### config.mk
export PLATFORM = sky130hd
export DESIGN_NAME = rx_preamble_word_rx
export DESIGN_NICKNAME = d
export VERILOG_FILES = /design/src/rtl/rxw_pkg.sv /design/src/rtl/rx_preamble_hunt.sv /design/src/rtl/rx_word_deser.sv /design/src/rtl/rx_parity_chk.sv /design/src/rtl/rx_preamble_word_rx.sv
export SDC_FILE = /design/constraint.sdc
export NUM_CORES = 1
export LEC_CHECK = 0
export BUFFER_PORTS_ARGS = -buffer_cell sky130_fd_sc_hd__buf_2
export CORE_MARGIN = 5
export CORE_UTILIZATION = 30
export DETAILED_ROUTE_END_ITERATION = 12
export SLEW_MARGIN = 15
export SYNTH_ARGS = -nofsm -noshare
export SYNTH_HDL_FRONTEND = slang
export SYNTH_SLANG_ARGS = --single-unit
### constraint.sdc
create_clock -name clk -period 2.14 [get_ports clk]
set_input_delay 0.107 -clock clk [delete_from_list [all_inputs] [get_ports clk]]
set_output_delay 0.107 -clock clk [all_outputs]
set_load 0.02 [all_outputs]
### src/rtl/rxw_pkg.sv
package rxw_pkg;
   typedef enum logic [1:0] {
      ST_IDLE = 2'd0,
      ST_HUNT = 2'd1,
      ST_READ = 2'd2
   } rx_state_e;
endpackage

### src/rtl/rx_preamble_hunt.sv
module rx_preamble_hunt #(
   parameter int unsigned           WORD_W   = 32,
   parameter logic [WORD_W-1:0]     PREAMBLE = '0
) (
   input  logic clk,
   input  logic rst_n,
   input  logic clear_i,
   input  logic active_i,
   input  logic bit_en_i,
   input  logic bit_i,
   input  logic addr_hit_i,
   input  logic index_i,
   output logic found_o,
   output logic timeout_o
);
   localparam int unsigned FILL_W = $clog2(WORD_W + 1);

   logic [WORD_W-1:0] window_q;
   logic [WORD_W-1:0] window_nx;
   logic [FILL_W-1:0] fill_q;
   logic              rev_seen_q;
   logic              full_nx;

   assign window_nx = {window_q[WORD_W-2:0], bit_i};
   assign full_nx   = (fill_q >= FILL_W'(WORD_W - 1));
   assign found_o   = active_i && bit_en_i && addr_hit_i && full_nx && (window_nx == PREAMBLE);
   assign timeout_o = active_i && index_i && rev_seen_q;

   always_ff @(posedge clk or negedge rst_n) begin
      if (!rst_n) begin
         window_q   <= '0;
         fill_q     <= '0;
         rev_seen_q <= 1'b0;
      end else if (clear_i) begin
         window_q   <= '0;
         fill_q     <= '0;
         rev_seen_q <= 1'b0;
      end else if (active_i) begin
         if (bit_en_i) begin
            window_q <= window_nx;
            if (fill_q != FILL_W'(WORD_W)) fill_q <= fill_q + 1'b1;
         end
         if (index_i) rev_seen_q <= 1'b1;
      end
   end
endmodule

### src/rtl/rx_word_deser.sv
module rx_word_deser #(
   parameter int unsigned WORD_W = 32
) (
   input  logic              clk,
   input  logic              rst_n,
   input  logic              clear_i,
   input  logic              active_i,
   input  logic              bit_en_i,
   input  logic              bit_i,
   output logic              done_o,
   output logic [WORD_W-1:0] word_nx_o
);
   localparam int unsigned CNT_W = $clog2(WORD_W);

   logic [WORD_W-1:0] shift_q;
   logic [CNT_W-1:0]  cnt_q;

   assign word_nx_o = {shift_q[WORD_W-2:0], bit_i};
   assign done_o    = active_i && bit_en_i && (cnt_q == CNT_W'(WORD_W - 1));

   always_ff @(posedge clk or negedge rst_n) begin
      if (!rst_n) begin
         shift_q <= '0;
         cnt_q   <= '0;
      end else if (clear_i) begin
         shift_q <= '0;
         cnt_q   <= '0;
      end else if (active_i && bit_en_i) begin
         shift_q <= word_nx_o;
         cnt_q   <= done_o ? '0 : cnt_q + 1'b1;
      end
   end
endmodule

### src/rtl/rx_parity_chk.sv
module rx_parity_chk #(
   parameter int unsigned GROUP_W = 16,
   parameter bit          ODD     = 1'b1
) (
   input  logic clk,
   input  logic rst_n,
   input  logic clear_i,
   input  logic active_i,
   input  logic bit_en_i,
   input  logic bit_i,
   input  logic word_end_i,
   output logic err_o
);
   localparam int unsigned G_W = $clog2(GROUP_W);

   logic [G_W-1:0] gcnt_q;
   logic           acc_q;
   logic           sticky_q;
   logic           acc_nx;
   logic           grp_end;
   logic           grp_bad;

   assign acc_nx  = acc_q ^ bit_i;
   assign grp_end = active_i && bit_en_i && (gcnt_q == G_W'(GROUP_W - 1));

   generate
      if (ODD) begin : g_odd
         assign grp_bad = grp_end && !acc_nx;
      end else begin : g_even
         assign grp_bad = grp_end && acc_nx;
      end
   endgenerate

   assign err_o = sticky_q | grp_bad;

   always_ff @(posedge clk or negedge rst_n) begin
      if (!rst_n) begin
         gcnt_q   <= '0;
         acc_q    <= 1'b0;
         sticky_q <= 1'b0;
      end else if (clear_i) begin
         gcnt_q   <= '0;
         acc_q    <= 1'b0;
         sticky_q <= 1'b0;
      end else if (active_i && bit_en_i) begin
         if (grp_end) begin
            gcnt_q <= '0;
            acc_q  <= 1'b0;
         end else begin
            gcnt_q <= gcnt_q + 1'b1;
            acc_q  <= acc_nx;
         end
         if (word_end_i)   sticky_q <= 1'b0;
         else if (grp_bad) sticky_q <= 1'b1;
      end
   end
endmodule

### src/rtl/rx_preamble_word_rx.sv
module rx_preamble_word_rx #(
   parameter int unsigned        WORD_W   = 32,
   parameter int unsigned        GROUP_W  = 16,
   parameter int unsigned        ADDR_W   = 10,
   parameter bit                 ODD      = 1'b1,
   parameter logic [WORD_W-1:0]  PREAMBLE = 32'h5A3C_96E1
) (
   input  logic              clk,
   input  logic              rst_n,
   input  logic              start_i,
   input  logic [ADDR_W-1:0] begin_addr_i,
   input  logic              bit_en_i,
   input  logic              bit_i,
   input  logic [ADDR_W-1:0] drum_addr_i,
   input  logic              index_i,
   output logic [WORD_W-1:0] word_o,
   output logic              word_vld_o,
   output logic              par_err_o,
   output logic              sync_err_o
);
   import rxw_pkg::*;

   generate
      if (WORD_W < 2) begin : g_bad_word
         $error("WORD_W must be at least 2");
      end
      if (GROUP_W < 2 || (WORD_W % GROUP_W) != 0) begin : g_bad_group
         $error("GROUP_W must be at least 2 and divide WORD_W");
      end
      if (ADDR_W < 1) begin : g_bad_addr
         $error("ADDR_W must be at least 1");
      end
   endgenerate

   rx_state_e         state_q;
   logic [ADDR_W-1:0] begin_q;
   logic              hunt_act;
   logic              read_act;
   logic              found;
   logic              timeout;
   logic              done;
   logic              perr;
   logic [WORD_W-1:0] word_nx;

   assign hunt_act = (state_q == ST_HUNT) && !start_i;
   assign read_act = (state_q == ST_READ) && !start_i;

   rx_preamble_hunt #(.WORD_W(WORD_W), .PREAMBLE(PREAMBLE)) u_hunt (
      .clk(clk), .rst_n(rst_n), .clear_i(start_i), .active_i(hunt_act),
      .bit_en_i(bit_en_i), .bit_i(bit_i), .addr_hit_i(drum_addr_i == begin_q),
      .index_i(index_i), .found_o(found), .timeout_o(timeout)
   );

   rx_word_deser #(.WORD_W(WORD_W)) u_deser (
      .clk(clk), .rst_n(rst_n), .clear_i(start_i), .active_i(read_act),
      .bit_en_i(bit_en_i), .bit_i(bit_i), .done_o(done), .word_nx_o(word_nx)
   );

   rx_parity_chk #(.GROUP_W(GROUP_W), .ODD(ODD)) u_par (
      .clk(clk), .rst_n(rst_n), .clear_i(start_i), .active_i(read_act),
      .bit_en_i(bit_en_i), .bit_i(bit_i), .word_end_i(done), .err_o(perr)
   );

   always_ff @(posedge clk or negedge rst_n) begin
      if (!rst_n) begin
         state_q    <= ST_IDLE;
         begin_q    <= '0;
         sync_err_o <= 1'b0;
      end else if (start_i) begin
         state_q    <= ST_HUNT;
         begin_q    <= begin_addr_i;
         sync_err_o <= 1'b0;
      end else if (state_q == ST_HUNT) begin
         if (found) begin
            state_q <= ST_READ;
         end else if (timeout) begin
            state_q    <= ST_IDLE;
            sync_err_o <= 1'b1;
         end
      end
   end

   always_ff @(posedge clk or negedge rst_n) begin
      if (!rst_n) begin
         word_o     <= '0;
         word_vld_o <= 1'b0;
         par_err_o  <= 1'b0;
      end else begin
         word_vld_o <= done;
         par_err_o  <= done && perr;
         if (done) word_o <= word_nx;
      end
   end
endmodule

### Word-level counts from Yosys, hierarchy flattened

Index checks and enable logic that the tools add are counted.

| storage, ports and cells | value |
|---|---|
| bits of input ports | 26 |
| output and inout bits | 35 |
| flip-flop bits (word level) | 127 |

| operators by class | value |
|---|---|
| multiplexer cells | 33 |
| equal/unequal tests | 8 |
| reduce and logical (&&, ||, !) cells | 30 |
| order comparisons | 1 |
| add/sub/neg operators | 3 |
| bitwise gates (word level) | 2 |

Operator list:

| kind | count |
|---|---|
| 31-bit 2-to-1 mux | 5 |
| 32-bit by 31-bit equality test with 1-bit output, second input constant | 1 |
| 6-bit 2-to-1 mux | 4 |
| 5-bit 2-to-1 mux | 3 |
| 1-bit 2-to-1 mux | 14 |
| 2-bit nonzero test | 7 |
| 1-bit logical AND | 13 |
| 4-bit 2-to-1 mux | 3 |
| 10-bit equality test | 1 |
| 2-bit 2-to-1 mux | 4 |
| 2-bit AND reduction | 4 |
| 6-bit by 1-bit adder with 6-bit output, second input constant | 1 |
| 6-bit by 5-bit greater-or-equal comparator with 1-bit output, second input constant | 1 |
| 6-bit inequality test, second input constant | 1 |
| 3-bit AND reduction | 2 |
| 3-bit nonzero test | 2 |
| 5-bit by 1-bit adder with 5-bit output, second input constant | 1 |
| 5-bit equality test, second input constant | 1 |
| 4-bit by 1-bit adder with 4-bit output, second input constant | 1 |
| 4-bit equality test, second input constant | 1 |
| 2-bit by 1-bit equality test with 1-bit output, second input constant | 1 |
| 2-bit equality test, second input constant | 1 |
| 1-bit logical NOT | 2 |
| 2-bit inequality test, second input constant | 1 |
| 2 further kinds | 2 |

### Depth between registers and ports, before layout

Gate-level depths: netlist of the first run.

| depth | value |
|---|---|
| word-level depth | 9 |
| mapped depth | 6 |
| depth with buffers taken out | 6 |

### Modules after synthesis

A second synthesis of the first run with hierarchy kept.

| unflattened totals | value |
|---|---|
| cells, all modules | 505 |
| area total of the unflattened synthesis | 5550.3 µm² |

Modules (own cells, without submodules):

| module | area an instance (µm²) | cells an instance | seq. area each (µm²) | times used |
|---|---|---|---|---|
| rx_preamble_word_rx | 2035.7 | 119 | 1176.1 | 1 |
| rx_preamble_hunt | 1702.9 | 187 | 950.9 | 1 |
| rx_word_deser | 1497.7 | 166 | 900.9 | 1 |
| rx_parity_chk | 314.1 | 33 | 150.1 | 1 |

### Worst setup path before layout of the first run

Ideal clock, no wire load.

| path | value |
|---|---|
| kind | register to register |
| start point | reg u_deser.cnt_q[0] |
| end point | reg u_deser.cnt_q[2] |
| buffers on the path | 0 |
| setup slack | 0.359 ns |
| data arrival time | 1.703 ns |
| stages on the path, launching flop included | 7 |
| cells stage by stage | dfrtp_1 -> ha_1 -> and3_1 -> ha_1 -> nand2b_2 -> or3b_1 -> a21oi_1 |

| on the way | value |
|---|---|
| longest elaborated chain between the ends | 5 |
| elaborated cells on any way between the ends | 6 |

RTL lines:

| element | RTL line | RTL |
|---|---|---|
| from (decl) | rx_word_deser.sv:16 | `logic [CNT_W-1:0] cnt_q;` |
| from (signal assigned) | rx_word_deser.sv:30 | `cnt_q <= done_o ? '0 : cnt_q + 1'b1;` |
| parallel branches: the longest is 2 deep, another holds 5-bit by 1-bit adder with 5-bit output | - |  |
| 5-bit 2-to-1 mux (*) | rx_word_deser.sv:30 |  |
| 5-bit 2-to-1 mux (*) | rx_word_deser.sv:28 | `end else if (active_i && bit_en_i) begin` |
| 5-bit 2-to-1 mux (*) | rx_word_deser.sv:25 | `end else if (clear_i) begin` |

Mark *: on every way between the ends. The select of a mux whose other input is x is not followed.
A chain may end at the register's enable or synchronous reset.

### Worst setup path after layout of the first run

| path | value |
|---|---|
| start point | reg u_deser.cnt_q[0] |
| end point | reg word_o[0] |

| on the way | value |
|---|---|
| longest elaborated chain between the ends | 2 |

RTL lines:

| element | RTL line | RTL |
|---|---|---|
| 5-bit equality test | rx_word_deser.sv:19 | `assign done_o = active_i && bit_en_i && (cnt_q == CNT_W'(WORD_W - 1));` |
| 1-bit logical AND | rx_word_deser.sv:19 |  |
| to (signal assigned) | rx_preamble_word_rx.sv:91 | `if (done) word_o <= word_nx;` |
| to (decl) | rx_preamble_word_rx.sv:16 | `output logic [WORD_W-1:0] word_o,` |

Every way passes these cells.

==> report_table.html, run 1 <==
<table>
<tr><th>Metric</th><th>Value</th></tr>
<tr><th colspan="2">CTS</th></tr>
<tr><td>Max H-tree Level</td><td>4</td></tr>
<tr><td>Clock Latency Late Sink</td><td>0.42 ns</td></tr>
<tr><td>Clock-pin slew of the registers on the worst-case setup and hold paths</td><td>0.06 ns</td></tr>
<tr><td>Post-CTS setup repair buffer count</td><td>0</td></tr>
<tr><td>Clock Path Buffers</td><td>2</td></tr>
<tr><td>CTS tree</td><td>done</td></tr>
<tr><td>Clock buffers created by TritonCTS</td><td>17</td></tr>
<tr><td>CTS-repair resized insts</td><td>0</td></tr>
<tr><td>Root cell of the clock tree</td><td>clkbuf_16</td></tr>
<tr><td># hold bufs at CTS</td><td>12</td></tr>
<tr><td>Sinks on the clock net</td><td>127</td></tr>
<tr><th colspan="2">Synthesis</th></tr>
<tr><td>Total of flip-flops plus latches after synthesis</td><td>127</td></tr>
<tr><td>Syn Std Cell Area</td><td>5220 um^2</td></tr>
<tr><td>Yosys warnings</td><td>0</td></tr>
<tr><td>Mapped Avg Cell Area</td><td>12.0 um^2</td></tr>
<tr><td>Share of async-settable or async-resettable flops after synthesis</td><td>100%</td></tr>
<tr><td>Syn nets</td><td>467</td></tr>
<tr><td>Number of cells produced by synthesis</td><td>436</td></tr>
<tr><td>Predominant post-synthesis flop cell</td><td>dfrtp_1</td></tr>
<tr><td>Number of flops mapped to enable cells by yosys</td><td>0</td></tr>
<tr><td>Count of distinct cell types in the synthesized netlist</td><td>47</td></tr>
<tr><td>Portion of the post-synthesis area used by sequential elements</td><td>60.9%</td></tr>
<tr><th colspan="2">Placement</th></tr>
<tr><td>Number of placed instances, taps included</td><td>708</td></tr>
<tr><td>Detailed-placement wirelength estimate</td><td>7010 um</td></tr>
<tr><td>I/O Buffers</td><td>60</td></tr>
<tr><td>Final GP Congestion</td><td>0.735</td></tr>
<tr><th colspan="2">Global routing</th></tr>
<tr><td>Pin count of the biggest net entering global routing</td><td>55</td></tr>
<tr><td>Global routing usage summed across all routing layers</td><td>11.2%</td></tr>
<tr><td>Vias in the first global route</td><td>3,590</td></tr>
<tr><td>Number of antenna violations at the first check in global routing</td><td>0</td></tr>
<tr><td>Overflow left after global routing</td><td>0</td></tr>
<tr><td>First-pass GRT wire length</td><td>18,100 um</td></tr>
<tr><th colspan="2">Timing</th></tr>
<tr><td>Endpoints failing hold</td><td>0</td></tr>
<tr><td>Clock Skews</td><td>0.0133 ns</td></tr>
<tr><td>Slew @ Worst Pin</td><td>0.523 ns</td></tr>
<tr><td>Total count of max-transition violations in the final report</td><td>0</td></tr>
<tr><td>Unrepaired setup endpoints after global routing</td><td>no</td></tr>
<tr><td>Headroom to the max-slew limit</td><td>65.2%</td></tr>
<tr><td>Final setup violation count</td><td>0</td></tr>
<tr><td>Final setup TNS</td><td>0 ns</td></tr>
<tr><td>Final worst path period need</td><td>1.94 ns</td></tr>
<tr><td>Period utilisation layout</td><td>90.7%</td></tr>
<tr><td>Peak Freq</td><td>515 MHz</td></tr>
<tr><th colspan="2">Setup path</th></tr>
<tr><td>Worst Path Class, Setup</td><td>flip-flop to flip-flop</td></tr>
<tr><td>Data arrival time of the critical path</td><td>2.24 ns</td></tr>
<tr><td>Cells along the critical path</td><td>ha_1 -&gt; and3_1 -&gt; ha_1 -&gt; nand2_4 -&gt; buf_12 -&gt; mux2_2</td></tr>
<tr><td>Critical path fanouts, max</td><td>18</td></tr>
<tr><td>Worst Reg-to-Reg Cells</td><td>6</td></tr>
<tr><td>Maximum single-stage delay on the critical path</td><td>0.41 ns</td></tr>
<tr><td>CP startpoint kind</td><td>flip-flop</td></tr>
<tr><td>CP dominant cell by count</td><td>ha_1</td></tr>
<tr><td>Endpoint kind of the worst setup timing path</td><td>flip-flop</td></tr>
<tr><td>Critical Path Slowest Stage Cell</td><td>dfrtp_1</td></tr>
<tr><td>Data required time of the worst path</td><td>2.44 ns</td></tr>
<tr><th colspan="2">Power and ir drop</th></tr>
<tr><td>Sw power</td><td>0.00126 W</td></tr>
<tr><td>Share of total power in sequential cells</td><td>44.2%</td></tr>
<tr><td>Switch share</td><td>22.8%</td></tr>
<tr><td>Combinational power share</td><td>4.2%</td></tr>
<tr><td>Highest ir drop seen on vdd</td><td>0.550 mV</td></tr>
<tr><td>Internal Pwr Total</td><td>0.00429 W</td></tr>
<tr><td>Pwr Density</td><td>850 nW/um^2</td></tr>
<tr><td>Fraction of power consumed by the clock network</td><td>51.6%</td></tr>
<tr><td>Leakage power</td><td>3.15 nW</td></tr>
<tr><th colspan="2">Floorplanning</th></tr>
<tr><td>Die W</td><td>142 um</td></tr>
<tr><td>Starting density of the core</td><td>30.4%</td></tr>
<tr><td>Die area</td><td>20,100 um^2</td></tr>
<tr><td>Area of the core</td><td>17,200 um^2</td></tr>
<tr><td>Placement Rows</td><td>48</td></tr>
<tr><td>Die outline height</td><td>142 um</td></tr>
<tr><td>Top Ports</td><td>61</td></tr>
<tr><th colspan="2">Cells and area</th></tr>
<tr><td>Fin nets</td><td>545</td></tr>
<tr><td>Antenna fix cells</td><td>0</td></tr>
<tr><td>Final standard cell utilization of the core</td><td>38.0%</td></tr>
<tr><td>Area of all sequential standard cells</td><td>3180 um^2</td></tr>
<tr><td>Most frequent cells in the layout</td><td>dfrtp_1, nand2_1, buf_2</td></tr>
<tr><td>Fill count</td><td>1,716</td></tr>
<tr><td>Share of layout cells above drive strength 1</td><td>26.8%</td></tr>
<tr><td>Multi-input logic area</td><td>1910 um^2</td></tr>
<tr><td>Most common cell after layout, fill and taps aside</td><td>dfrtp_1</td></tr>
<tr><td>Post-Layout Cell Count</td><td>752</td></tr>
<tr><td>Synthesis-to-layout area growth</td><td>25.1%</td></tr>
<tr><th colspan="2">Outcome</th></tr>
<tr><td>Run status</td><td>completed</td></tr>
<tr><th colspan="2">Drt</th></tr>
<tr><td>Detailed-route wire length</td><td>10,500 um</td></tr>
<tr><td>Violation count after the first detailed-route iteration</td><td>164</td></tr>
<tr><td>DRC errors left</td><td>0</td></tr>
<tr><td>Via Count</td><td>3,538</td></tr>
<tr><td>Routed vias/inst</td><td>4.70</td></tr>
<tr><td>Number of detailed-routing iterations run before antenna repair</td><td>5</td></tr>
<tr><td>DRT antenna net count</td><td>0</td></tr>
<tr><td>Wirelength per Cell</td><td>14.0 um</td></tr>
<tr><th colspan="2">Hold path</th></tr>
<tr><td>Number of cells traversed by the worst hold path</td><td>3</td></tr>
<tr><td>Path category of the worst min-delay check</td><td>primary input to flip-flop</td></tr>
<tr><th colspan="2">Job</th></tr>
<tr><td>Max cap viols</td><td>0</td></tr>
</table>
[synthesized netlist by cell type (3+ instances only)]
cell	number	area, um^2
o21ai_0	42	210
a21oi_1	6	30.0
nor2_1	12	45.0
nand3b_1	3	22.5
nor2b_1	3	18.8
nand2_1	72	270
nor4_1	3	18.8
nand3_1	5	25.0
xor2_1	7	61.3
nor3b_1	3	22.5
clkbuf_1	12	45.0
a22o_1	31	272
inv_1	6	22.5
xnor2_1	8	70.1
mux2_1	8	90.1
nand4_1	5	31.3
ha_1	5	62.6
mux2_2	34	383
dfrtp_1	127	3180
buf_2	10	50.1
[sequential cells by signal, summed over array words and instances (netlist names), 2 cells and up]
name             count
word_o              32
u_deser.shift_q     31
u_hunt.window_q     31
begin_q             10
u_hunt.fill_q        6
u_deser.cnt_q        5
u_par.gcnt_q         4
state_q              2
[cell type report]
cell class                 count  share of cell area, %
clock buffer                  18                   6.73
clock inverter                14                   2.40
inverter                       7                  0.402
multi-input combinational    278                   29.2
sequential                   127                   48.7
tap                          225                   4.31
timing repair buffer          83                   8.32
[worst max-delay path, delay by kind of cell (launching register included)]
| kind | cells | cell delay, ns |
|---|---|---|
| muxes | 1 | 0.34 |
| buffers and inverters | 1 | 0.19 |
| DFF | 1 | 0.41 |
| adders and majority gates | 2 | 0.50 |
| and+or+nand+nor | 2 | 0.40 |
[per-stage QoR]
stage | setup WS [ns] | hold WS, ns | instance area (um^2) | power [W]
after global placement | 0.265 | 0.106 | 5810 | 0.00271
after global routing | 0.0945 | 0.0311 | 6530 | 0.00577
after detailed placement | 0.193 | 0.115 | 5810 | 0.00272
after CTS | 0.185 | 0.0119 | 6530 | 0.00562
after floorplan | 0.359 | -0.189 | 5220 | 0.00260
final | 0.199 | 0.0225 | 6530 | 0.00555
[per-layer routing]
| layer | global-route usage (%) | up-vias | part of all wire (%) |
|---|---|---|---|
| li1 | - | 1709 | - |
| met1 | 15.0 | 1756 | 47 |
| met2 | 17.0 | 65 | 47 |
| met3 | 3.91 | 8 | 4.9 |
| met4 | 3.54 | 0 | 1.0 |
| met5 | 0 | - | 0 |
[kinds of logic (layout without fill, tap and decap cells)]
logic type               Yosys count  in the layout  share of synthesized area [%]
adder cells (fa/ha/maj)            5              5                           1.20
multiplexers                      43             43                           9.25
buffers and inverters             31            122                           2.61
flip-flops                       127            127                           60.9
AO/OA/AOI/OAI                     91             91                           11.6
AND/OR/NAND/NOR                  124            124                           11.9
XOR/XNOR                          15             15                           2.52
[path summary, 6_finish.rpt]
check                                  from  slack, ns             endpoint
setup reg to reg           u_deser.cnt_q[0]       0.20            word_o[0]
hold reg to reg                   word_o[3]       0.49            word_o[3]
setup / recovery           u_deser.cnt_q[0]       0.20            word_o[0]
hold / removal                        bit_i       0.02   u_deser.shift_q[0]
max in group asynchronous             rst_n       1.24  u_hunt.window_q[15]
min in group asynchronous             rst_n       0.21           word_o[21]
[power by group through the flow]
stage	sequential, W	combinational [W]	clock (W)
4_1_cts	0.00245	0.000243	0.00292
3_3_place_gp	0.00249	0.000216	0
3_5_place_dp	0.00250	0.000225	0
2_1_floorplan	0.00249	0.000111	0
5_1_grt	0.00246	0.000268	0.00305
6_report	0.00245	0.000235	0.00286
Note: power is estimated with default switching activity, not from simulation.
==> inputs of run 2 (changes only) <==
--- a/config.mk
+++ b/config.mk
@@ -9,6 +9,7 @@
 export CORE_MARGIN = 5
 export CORE_UTILIZATION = 30
 export DETAILED_ROUTE_END_ITERATION = 12
+export GPL_TIMING_DRIVEN = 0
 export SLEW_MARGIN = 15
 export SYNTH_ARGS = -nofsm -noshare
 export SYNTH_HDL_FRONTEND = slang
==> run 2 against run 1 <==
Against the previous run: final area grew 0.46%; worst setup slack got worse by 0.062 ns; hold slack worse by 0.0060 ns; first-iteration DRC count down 24%; final cell count increased by 2.1%; core utilization grew 0.17 points; flip-flop and latch count is the same; combinational power hardly changed; power is 0.37% higher; critical path type unchanged; critical endpoint is now word_o[28]; largest power group unchanged.
==> report_table.html, run 2 (synthesis gave the netlist of run 1 again) <==
<table>
<tr><th>Metric</th><th>Value</th></tr>
<tr><th colspan="2">Hold path</th></tr>
<tr><td>Hold Path Sink</td><td>u_deser.shift_q[0]</td></tr>
<tr><td>Number of cells traversed by the worst hold path</td><td>3 (unchanged)</td></tr>
<tr><td>Source of the worst hold timing path</td><td>bit_i</td></tr>
<tr><td>Path category of the worst min-delay check</td><td>primary input to flip-flop</td></tr>
<tr><th colspan="2">Power and ir drop</th></tr>
<tr><td>Switch share</td><td>22.0% (-0.79 points)</td></tr>
<tr><td>Leakage power</td><td>3.17 nW (+0.59%)</td></tr>
<tr><td>Pwr Density</td><td>849 nW/um^2 (about the same)</td></tr>
<tr><td>Internal Pwr Total</td><td>0.00435 W (+1.4%)</td></tr>
<tr><td>Post-layout power</td><td>0.00557 W (+0.37%)</td></tr>
<tr><td>Highest ir drop seen on vdd</td><td>0.621 mV (+13%)</td></tr>
<tr><td>Share of total power in sequential cells</td><td>44.0% (-0.2 points)</td></tr>
<tr><td>Combinational power share</td><td>4.3% (about the same)</td></tr>
<tr><td>Fraction of power consumed by the clock network</td><td>51.7% (about the same)</td></tr>
<tr><td>Sw power</td><td>0.00123 W (-3.1%)</td></tr>
<tr><th colspan="2">Timing</th></tr>
<tr><td>Clock Skews</td><td>0.00715 ns (-0.00613 ns)</td></tr>
<tr><td>Peak Freq</td><td>499 MHz (-3.1%)</td></tr>
<tr><td>Headroom to the max-slew limit</td><td>52.6% (-13 points)</td></tr>
<tr><td>Final setup violation count</td><td>0 (unchanged)</td></tr>
<tr><td>Unrepaired setup endpoints after global routing</td><td>no</td></tr>
<tr><td>Worst hold margin</td><td>0.0165 ns (-0.00601 ns)</td></tr>
<tr><td>Final critical-path setup slack</td><td>0.137 ns (-0.0624 ns)</td></tr>
<tr><td>Period utilisation layout</td><td>93.6% (+2.9 points)</td></tr>
<tr><td>Final worst path period need</td><td>2.00 ns (+0.0624 ns)</td></tr>
<tr><td>Final setup TNS</td><td>0 ns (unchanged)</td></tr>
<tr><td>Endpoints failing hold</td><td>0 (unchanged)</td></tr>
<tr><td>Slew @ Worst Pin</td><td>0.705 ns (+0.182 ns)</td></tr>
<tr><td>Total count of max-transition violations in the final report</td><td>0 (unchanged)</td></tr>
<tr><th colspan="2">Global routing</th></tr>
<tr><td>Global routing usage summed across all routing layers</td><td>11.7% (+0.57 points)</td></tr>
<tr><td>Vias in the first global route</td><td>3,771 (+5.0%)</td></tr>
<tr><td>Overflow left after global routing</td><td>0 (unchanged)</td></tr>
<tr><td>First-pass GRT wire length</td><td>18,900 um (+4.5%)</td></tr>
<tr><td>Pin count of the biggest net entering global routing</td><td>70 (+27%)</td></tr>
<tr><td>Number of antenna violations at the first check in global routing</td><td>2 (+2)</td></tr>
<tr><th colspan="2">Drt</th></tr>
<tr><td>DRT antenna net count</td><td>0 (unchanged)</td></tr>
<tr><td>Via Count</td><td>3,689 (+4.3%)</td></tr>
<tr><td>Number of detailed-routing iterations run before antenna repair</td><td>4 (-1)</td></tr>
<tr><td>DRC errors left</td><td>0 (unchanged)</td></tr>
<tr><td>Violation count after the first detailed-route iteration</td><td>125 (-24%)</td></tr>
<tr><td>Wirelength per Cell</td><td>14.3 um (+2.2%)</td></tr>
<tr><td>Detailed-route wire length</td><td>11,000 um (+4.4%)</td></tr>
<tr><td>Routed vias/inst</td><td>4.80 (+2.1%)</td></tr>
<tr><th colspan="2">Setup path</th></tr>
<tr><td>Reg-to-reg startpoint</td><td>u_deser.cnt_q[0]</td></tr>
<tr><td>Reg2Reg Setup Slack</td><td>0.14 ns (-0.06 ns)</td></tr>
<tr><td>Worst Path Class, Setup</td><td>flip-flop to flip-flop</td></tr>
<tr><td>Cells along the critical path</td><td>ha_1 -&gt; and3_1 -&gt; ha_1 -&gt; nand2_4 -&gt; buf_2 -&gt; mux2_2</td></tr>
<tr><td>Endpoint of the worst-slack reg-to-reg timing path</td><td>word_o[28]</td></tr>
<tr><td>Data arrival time of the critical path</td><td>2.30 ns (+0.06 ns)</td></tr>
<tr><td>Critical path fanouts, max</td><td>10 (-8)</td></tr>
<tr><td>Critical Path Slowest Stage Cell</td><td>dfrtp_1</td></tr>
<tr><td>Critical path buffer and inverter count</td><td>1 (unchanged)</td></tr>
<tr><td>Endpoint kind of the worst setup timing path</td><td>flip-flop</td></tr>
<tr><td>Kind of cell adding the most delay to the critical path</td><td>adder cells</td></tr>
<tr><td>Worst Reg-to-Reg Cells</td><td>6 (unchanged)</td></tr>
<tr><td>CP dominant cell by count</td><td>ha_1</td></tr>
<tr><td>Data required time of the worst path</td><td>2.43 ns (about the same)</td></tr>
<tr><td>Maximum single-stage delay on the critical path</td><td>0.41 ns (about the same)</td></tr>
<tr><td>CP startpoint kind</td><td>flip-flop</td></tr>
<tr><th colspan="2">Floorplanning</th></tr>
<tr><td>Die area</td><td>20,100 um^2 (unchanged)</td></tr>
<tr><td>Die W</td><td>142 um (unchanged)</td></tr>
<tr><td>Placement Rows</td><td>48 (unchanged)</td></tr>
<tr><td>Top Ports</td><td>61 (unchanged)</td></tr>
<tr><td>Die outline height</td><td>142 um (unchanged)</td></tr>
<tr><td>Area of the core</td><td>17,200 um^2 (unchanged)</td></tr>
<tr><td>Starting density of the core</td><td>30.4% (unchanged)</td></tr>
<tr><th colspan="2">CTS</th></tr>
<tr><td>CTS-repair resized insts</td><td>0 (unchanged)</td></tr>
<tr><td># hold bufs at CTS</td><td>12 (unchanged)</td></tr>
<tr><td>Post-CTS setup repair buffer count</td><td>0 (unchanged)</td></tr>
<tr><td>Clock Latency Late Sink</td><td>0.41 ns (about the same)</td></tr>
<tr><td>Clock-pin slew of the registers on the worst-case setup and hold paths</td><td>0.06 ns (about the same)</td></tr>
<tr><td>Root cell of the clock tree</td><td>clkbuf_16</td></tr>
<tr><td>Sinks on the clock net</td><td>127 (unchanged)</td></tr>
<tr><td>Clock buffers created by TritonCTS</td><td>17 (unchanged)</td></tr>
<tr><td>Max H-tree Level</td><td>4 (unchanged)</td></tr>
<tr><td>CTS tree</td><td>done</td></tr>
<tr><td>Clock Path Buffers</td><td>2 (unchanged)</td></tr>
<tr><th colspan="2">Cells and area</th></tr>
<tr><td>Synthesis-to-layout area growth</td><td>25.7%</td></tr>
<tr><td>Flip-flop count of the largest register, all copies and words added</td><td>32 (unchanged)</td></tr>
<tr><td>Most common cell after layout, fill and taps aside</td><td>dfrtp_1</td></tr>
<tr><td>Leading registers by flop count</td><td>word_o x32, u_deser.shift_q x31, u_hunt.window_q x31</td></tr>
<tr><td>Final standard cell utilization of the core</td><td>38.2% (+0.17 points)</td></tr>
<tr><td>Most frequent cells in the layout</td><td>dfrtp_1, nand2_1, buf_2</td></tr>
<tr><td>Register ranked first by flip-flop count</td><td>word_o</td></tr>
<tr><td>Share of layout cells above drive strength 1</td><td>25.9% (-0.88 points)</td></tr>
<tr><td>Fin nets</td><td>559 (+2.6%)</td></tr>
<tr><th colspan="2">Placement</th></tr>
<tr><td>Final GP Congestion</td><td>0.767 (+4.3%)</td></tr>
<tr><td>I/O Buffers</td><td>60 (unchanged)</td></tr>
<tr><td>Detailed-placement wirelength estimate</td><td>7550 um (+7.8%)</td></tr>
<tr><td>Post-placement worst setup slack</td><td>0.128 ns (-0.0651 ns)</td></tr>
<tr><th colspan="2">Outcome</th></tr>
<tr><td>Run status</td><td>completed</td></tr>
<tr><th colspan="2">Job</th></tr>
<tr><td>Max cap viols</td><td>0 (unchanged)</td></tr>
</table>
==> run 2: changes by cell type in the layout (fill, tap and decap cells not counted) <==
cell | previous run | this run
buf_12 | 3 | 0
clkinv_2 | 1 | 2
clkbuf_8 | 1 | 3
and4bb_2 | 1 | 0
diode_2 | 0 | 2
buf_2 | 59 | 69
buf_6 | 0 | 2
buf_16 | 0 | 1
clkbuf_1 | 0 | 13
clkinvlp_4 | 4 | 2
and4bb_1 | 1 | 2
buf_1 | 0 | 1
clkinv_4 | 4 | 2
buf_4 | 9 | 0
==> run 2: final cells by class <==
class,count,area (um^2)
antenna,2,5.00
buffer,24,110
sequential,127,3180
clock inverter,11,129
fill,1689,10600
multi-input combinational,278,1910
timing repair buffer,73,454
clock buffer,21,470
inverter,7,26.3
tap,225,282
==> run 2: worst max-delay path by stage <==
stage	startpoint	to	slack [ns]	cells after the start
6_report	u_deser.cnt_q[0]	word_o[28]	0.14	6
5_1_grt	u_deser.cnt_q[0]	word_o[24]	0.02	6
4_1_cts	u_deser.cnt_q[0]	word_o[28]	0.12	6
3_5_place_dp	u_deser.cnt_q[0]	word_o[28]	0.13	6
3_3_place_gp	rst_n	u_hunt.window_q[2]	-0.62	1
2_1_floorplan	u_deser.cnt_q[0]	u_deser.cnt_q[2]	0.36	6
==> run 2: worst register-to-register path, delay by kind of cell (launching register included) <==
kind	cells	cell delay (ns)
adder cells (fa/ha/maj)	2	0.49
multiplexers	1	0.37
AND/OR/NAND/NOR	2	0.33
flip-flops	1	0.41
buffers and inverters	1	0.28
==> run 2: metrics by stage <==
step	cell area, um^2	std cells
after floorplan	5220	436
after detailed placement	5840	722
after global placement	5800	721
final	6560	768
after global routing	6560	767
after CTS	6560	766
==> run 2: power groups by stage <==
| stage | Clock (W) | Combinational, W | Sequential [W] |
|---|---|---|---|
| detailed placement | 0 | 0.000227 | 0.00250 |
| global placement | 0 | 0.000210 | 0.00249 |
| finish | 0.00288 | 0.000237 | 0.00245 |
| CTS | 0.00294 | 0.000245 | 0.00245 |
| floorplan | 0 | 0.000111 | 0.00249 |
| global route | 0.00305 | 0.000271 | 0.00246 |
==> run 2: per-layer routing <==
metal  vias up  global-route usage (%)  part of all wire, %
li1       1735                       -                    -
met1      1848                    14.8                   44
met2        87                    19.0                   49
met3        19                    3.54                  5.3
met4         0                    4.75                  2.0
met5         -                       0                    0
==> inputs of run 3 (changes only) <==
--- a/config.mk
+++ b/config.mk
@@ -5,11 +5,13 @@
 export SDC_FILE = /design/constraint.sdc
 export NUM_CORES = 1
 export LEC_CHECK = 0
+export ABC_CLOCK_PERIOD_IN_PS = 1700
 export BUFFER_PORTS_ARGS = -buffer_cell sky130_fd_sc_hd__buf_2
 export CORE_MARGIN = 5
 export CORE_UTILIZATION = 30
 export DETAILED_ROUTE_END_ITERATION = 12
 export GPL_TIMING_DRIVEN = 0
+export PLACE_DENSITY = 0.51
 export SLEW_MARGIN = 15
 export SYNTH_ARGS = -nofsm -noshare
 export SYNTH_HDL_FRONTEND = slang
==> constraint.sdc (replaced) <==
create_clock -name clk -period 1.7 [get_ports clk]
set_input_delay 0.085 -clock clk [delete_from_list [all_inputs] [get_ports clk]]
set_output_delay 0.085 -clock clk [all_outputs]
set_load 0.02 [all_outputs]
==> run 3 against run 2 <==
Against the previous run: wire length grew 1.9%; critical path depth unchanged; combinational power increased by 34%; die area unchanged; global-route usage is 0.091 points lower; worst setup slack got worse by 0.12 ns; power rose by 24%; hold slack gained 0.14 ns; final cell count grew 0.78%; first-iteration DRC count up 14%; sequential share of layout area is 2.0 points lower; critical path type unchanged; critical endpoint is now u_deser.cnt_q[2]; largest power group unchanged.
==> report_table.html, run 3 (synthesis gave the netlist of run 1 again) <==
<table>
<tr><th>Metric</th><th>Value</th></tr>
<tr><th colspan="2">Timing</th></tr>
<tr><td>Clock Skews</td><td>0.00968 ns (+0.00253 ns)</td></tr>
<tr><td>Total count of max-transition violations in the final report</td><td>0 (unchanged)</td></tr>
<tr><td>Headroom to the max-slew limit</td><td>52.1% (-0.47 points)</td></tr>
<tr><td>Period utilisation layout</td><td>98.9% (+5.3 points)</td></tr>
<tr><td>Slew @ Worst Pin</td><td>0.718 ns (+0.0136 ns)</td></tr>
<tr><td>Final setup violation count</td><td>0 (unchanged)</td></tr>
<tr><td>Peak Freq</td><td>595 MHz (+19%)</td></tr>
<tr><td>Endpoints failing hold</td><td>0 (unchanged)</td></tr>
<tr><td>Unrepaired setup endpoints after global routing</td><td>yes</td></tr>
<tr><td>Final worst path period need</td><td>1.68 ns (-0.322 ns)</td></tr>
<tr><td>Worst hold margin</td><td>0.161 ns (+0.145 ns)</td></tr>
<tr><th colspan="2">Setup path</th></tr>
<tr><td>Endpoint kind of the worst setup timing path</td><td>flip-flop</td></tr>
<tr><td>Critical path buffer and inverter count</td><td>0 (-1)</td></tr>
<tr><td>Maximum single-stage delay on the critical path</td><td>0.39 ns (-0.02 ns)</td></tr>
<tr><td>Reg2Reg Setup Slack</td><td>0.02 ns (-0.12 ns)</td></tr>
<tr><td>Start point of the critical path</td><td>u_deser.cnt_q[1]</td></tr>
<tr><td>Count of cell instances traversed by the critical path</td><td>6 (unchanged)</td></tr>
<tr><td>Endpoint of the worst-slack reg-to-reg timing path</td><td>u_deser.cnt_q[2]</td></tr>
<tr><td>Cells along the critical path</td><td>ha_2 -&gt; and3_4 -&gt; ha_4 -&gt; nand2b_4 -&gt; or3b_4 -&gt; a21oi_2</td></tr>
<tr><td>Reg-to-reg startpoint</td><td>u_deser.cnt_q[1]</td></tr>
<tr><td>Data arrival time of the critical path</td><td>2.01 ns (-0.29 ns)</td></tr>
<tr><td>Critical path fanouts, max</td><td>6 (-4)</td></tr>
<tr><td>Worst Reg-to-Reg Cells</td><td>6 (unchanged)</td></tr>
<tr><td>Worst Path Class, Setup</td><td>flip-flop to flip-flop</td></tr>
<tr><td>Data required time of the worst path</td><td>2.03 ns (-0.40 ns)</td></tr>
<tr><td>Kind of cell adding the most delay to the critical path</td><td>simple AND/OR/NAND/NOR gates</td></tr>
<tr><td>CP startpoint kind</td><td>flip-flop</td></tr>
<tr><td>Critical Path Slowest Stage Cell</td><td>dfrtp_1</td></tr>
<tr><th colspan="2">Drt</th></tr>
<tr><td>Via Count</td><td>3,669 (-0.54%)</td></tr>
<tr><td>DRT antenna net count</td><td>0 (unchanged)</td></tr>
<tr><td>Detailed-route wire length</td><td>11,200 um (+1.9%)</td></tr>
<tr><td>Violation count after the first detailed-route iteration</td><td>142 (+14%)</td></tr>
<tr><td>Number of detailed-routing iterations run before antenna repair</td><td>7 (+3)</td></tr>
<tr><td>DRC errors left</td><td>0 (unchanged)</td></tr>
<tr><td>Wirelength per Cell</td><td>14.5 um (+1.1%)</td></tr>
<tr><td>Routed vias/inst</td><td>4.74 (-1.3%)</td></tr>
<tr><th colspan="2">Power and ir drop</th></tr>
<tr><td>Leakage power</td><td>3.32 nW (+4.8%)</td></tr>
<tr><td>Post-layout power</td><td>0.00690 W (+24%)</td></tr>
<tr><td>Pwr Density</td><td>1010 nW/um^2 (+19%)</td></tr>
<tr><td>Highest ir drop seen on vdd</td><td>0.674 mV (+8.6%)</td></tr>
<tr><th colspan="2">Outcome</th></tr>
<tr><td>Run status</td><td>completed</td></tr>
<tr><th colspan="2">Cells and area</th></tr>
<tr><td>Share of layout cells above drive strength 1</td><td>30.2% (+4.4 points)</td></tr>
<tr><td>Antenna fix cells</td><td>0 (-2)</td></tr>
<tr><td>Most frequent cells in the layout</td><td>dfrtp_1, nand2_1, buf_2</td></tr>
<tr><td>Final Instance Area</td><td>6840 um^2 (+4.3%)</td></tr>
<tr><td>Fill count</td><td>1,678 (-0.65%)</td></tr>
<tr><td>Most common cell after layout, fill and taps aside</td><td>dfrtp_1</td></tr>
<tr><td>Flip-flop count of the largest register, all copies and words added</td><td>32 (unchanged)</td></tr>
<tr><td>Leading registers by flop count</td><td>word_o x32, u_deser.shift_q x31, u_hunt.window_q x31</td></tr>
<tr><td>Register ranked first by flip-flop count</td><td>word_o</td></tr>
<tr><td>Synthesis-to-layout area growth</td><td>31.1%</td></tr>
<tr><td>Fin nets</td><td>569 (+1.8%)</td></tr>
<tr><th colspan="2">Floorplanning</th></tr>
<tr><td>Die outline height</td><td>142 um (unchanged)</td></tr>
<tr><td>Starting density of the core</td><td>30.4% (unchanged)</td></tr>
<tr><td>Top Ports</td><td>61 (unchanged)</td></tr>
<tr><td>Die W</td><td>142 um (unchanged)</td></tr>
<tr><td>Die area</td><td>20,100 um^2 (unchanged)</td></tr>
<tr><td>Area of the core</td><td>17,200 um^2 (unchanged)</td></tr>
<tr><td>Placement Rows</td><td>48 (unchanged)</td></tr>
<tr><th colspan="2">Global routing</th></tr>
<tr><td>Overflow left after global routing</td><td>0 (unchanged)</td></tr>
<tr><td>Vias in the first global route</td><td>3,746 (-0.66%)</td></tr>
<tr><td>Number of antenna violations at the first check in global routing</td><td>1 (-1)</td></tr>
<tr><td>First-pass GRT wire length</td><td>18,900 um (-0.33%)</td></tr>
<tr><td>Pin count of the biggest net entering global routing</td><td>77 (+10%)</td></tr>
<tr><td>Global routing usage summed across all routing layers</td><td>11.6% (-0.091 points)</td></tr>
<tr><th colspan="2">CTS</th></tr>
<tr><td>Clock-pin slew of the registers on the worst-case setup and hold paths</td><td>0.05 ns (about the same)</td></tr>
<tr><td>Max H-tree Level</td><td>4 (unchanged)</td></tr>
<tr><td>Root cell of the clock tree</td><td>clkbuf_16</td></tr>
<tr><td>Clock Path Buffers</td><td>2 (unchanged)</td></tr>
<tr><td>CTS tree</td><td>done</td></tr>
<tr><td>Sinks on the clock net</td><td>127 (unchanged)</td></tr>
<tr><td>Clock Latency Late Sink</td><td>0.40 ns (about the same)</td></tr>
<tr><td>Clock buffers created by TritonCTS</td><td>17 (unchanged)</td></tr>
<tr><th colspan="2">Hold path</th></tr>
<tr><td>Source of the worst hold timing path</td><td>start_i</td></tr>
<tr><td>Number of cells traversed by the worst hold path</td><td>3 (unchanged)</td></tr>
<tr><td>Path category of the worst min-delay check</td><td>primary input to flip-flop</td></tr>
<tr><td>Hold Path Sink</td><td>u_hunt.window_q[30]</td></tr>
<tr><th colspan="2">Placement</th></tr>
<tr><td>Placement-stage cell area</td><td>5850 um^2 (+0.30%)</td></tr>
<tr><td>I/O Buffers</td><td>60 (unchanged)</td></tr>
<tr><td>Final GP Congestion</td><td>0.784 (+2.2%)</td></tr>
<tr><td>Detailed-placement wirelength estimate</td><td>7470 um (-1.2%)</td></tr>
<tr><th colspan="2">Job</th></tr>
<tr><td>Max cap viols</td><td>0 (unchanged)</td></tr>
</table>
[run 3: changes by cell type in the layout (fill, tap and decap cells not counted), sizes merged]
cell | before | now
buf | 73 | 82
clkbuf | 33 | 36
clkinvlp | 2 | 0
diode | 2 | 0
dlygate4sd3 | 12 | 13
inv | 9 | 6
[run 3: worst max path at each step]
stage                                    end  slack (ns)
after detailed placement          sync_err_o       -0.26
after floorplan             u_deser.cnt_q[2]      0.0001
after global routing        u_deser.cnt_q[2]       -0.05
final                       u_deser.cnt_q[2]        0.02
after global placement    u_hunt.window_q[8]       -1.09
after CTS                          word_o[2]      -0.004
[run 3: area by class of cell]
| type | count | area, um^2 | area share [%] |
|---|---|---|---|
| clock inverter | 6 | 83.8 | 1.22 |
| clock buffer | 24 | 482 | 7.04 |
| inverter | 7 | 26.3 | 0.384 |
| tap | 225 | 282 | 4.11 |
| sequential | 127 | 3180 | 46.5 |
| multi-input combinational | 278 | 2070 | 30.2 |
| timing repair buffer | 83 | 562 | 8.21 |
| buffer | 24 | 161 | 2.36 |
[run 3: worst register-to-register path: stages (launching register included)]
cell and delay, ns:
dfrtp_1 0.39, ha_2 0.20, and3_4 0.19, ha_4 0.19, nand2b_4 0.16, or3b_4 0.37
a21oi_2 0.12
[run 3: through the flow]
stage,util (%),setup TNS (ns),setup WS [ns],instances
floorplan,-,0,0.000129,436
global placement,33.9,-142.32,-1.09,721
detailed placement,34.1,-5.39,-0.262,722
CTS,38.5,-0.0121,-0.00417,767
global route,39.8,-0.192,-0.0520,774
finish,39.8,0,0.0195,774
[run 3: power by group]
part	internal [W]	total, W	switching (W)
Sequential	0.00306	0.00309	0.0000268
Combinational	0.000134	0.000317	0.000183
Clock	0.00225	0.00349	0.00124
[run 3: timing repair]
action,in CTS,in global routing
hold buffers,13,0
pin swaps,2,8
endpoints found under the setup margin,32,64
cloned,0,1
gates resized for setup,12,46
buffers inserted,2,6
hold endpoints to repair,87,0
[run 3: routing by layer]
metal / vias to the layer above / track usage (%) / wire, um
met5: - / 0 / 13
met4: 2 / 2.88 / 100
met3: 10 / 3.84 / 542
met2: 67 / 18.2 / 5170
met1: 1840 / 15.8 / 5370
li1: 1750 / - / -
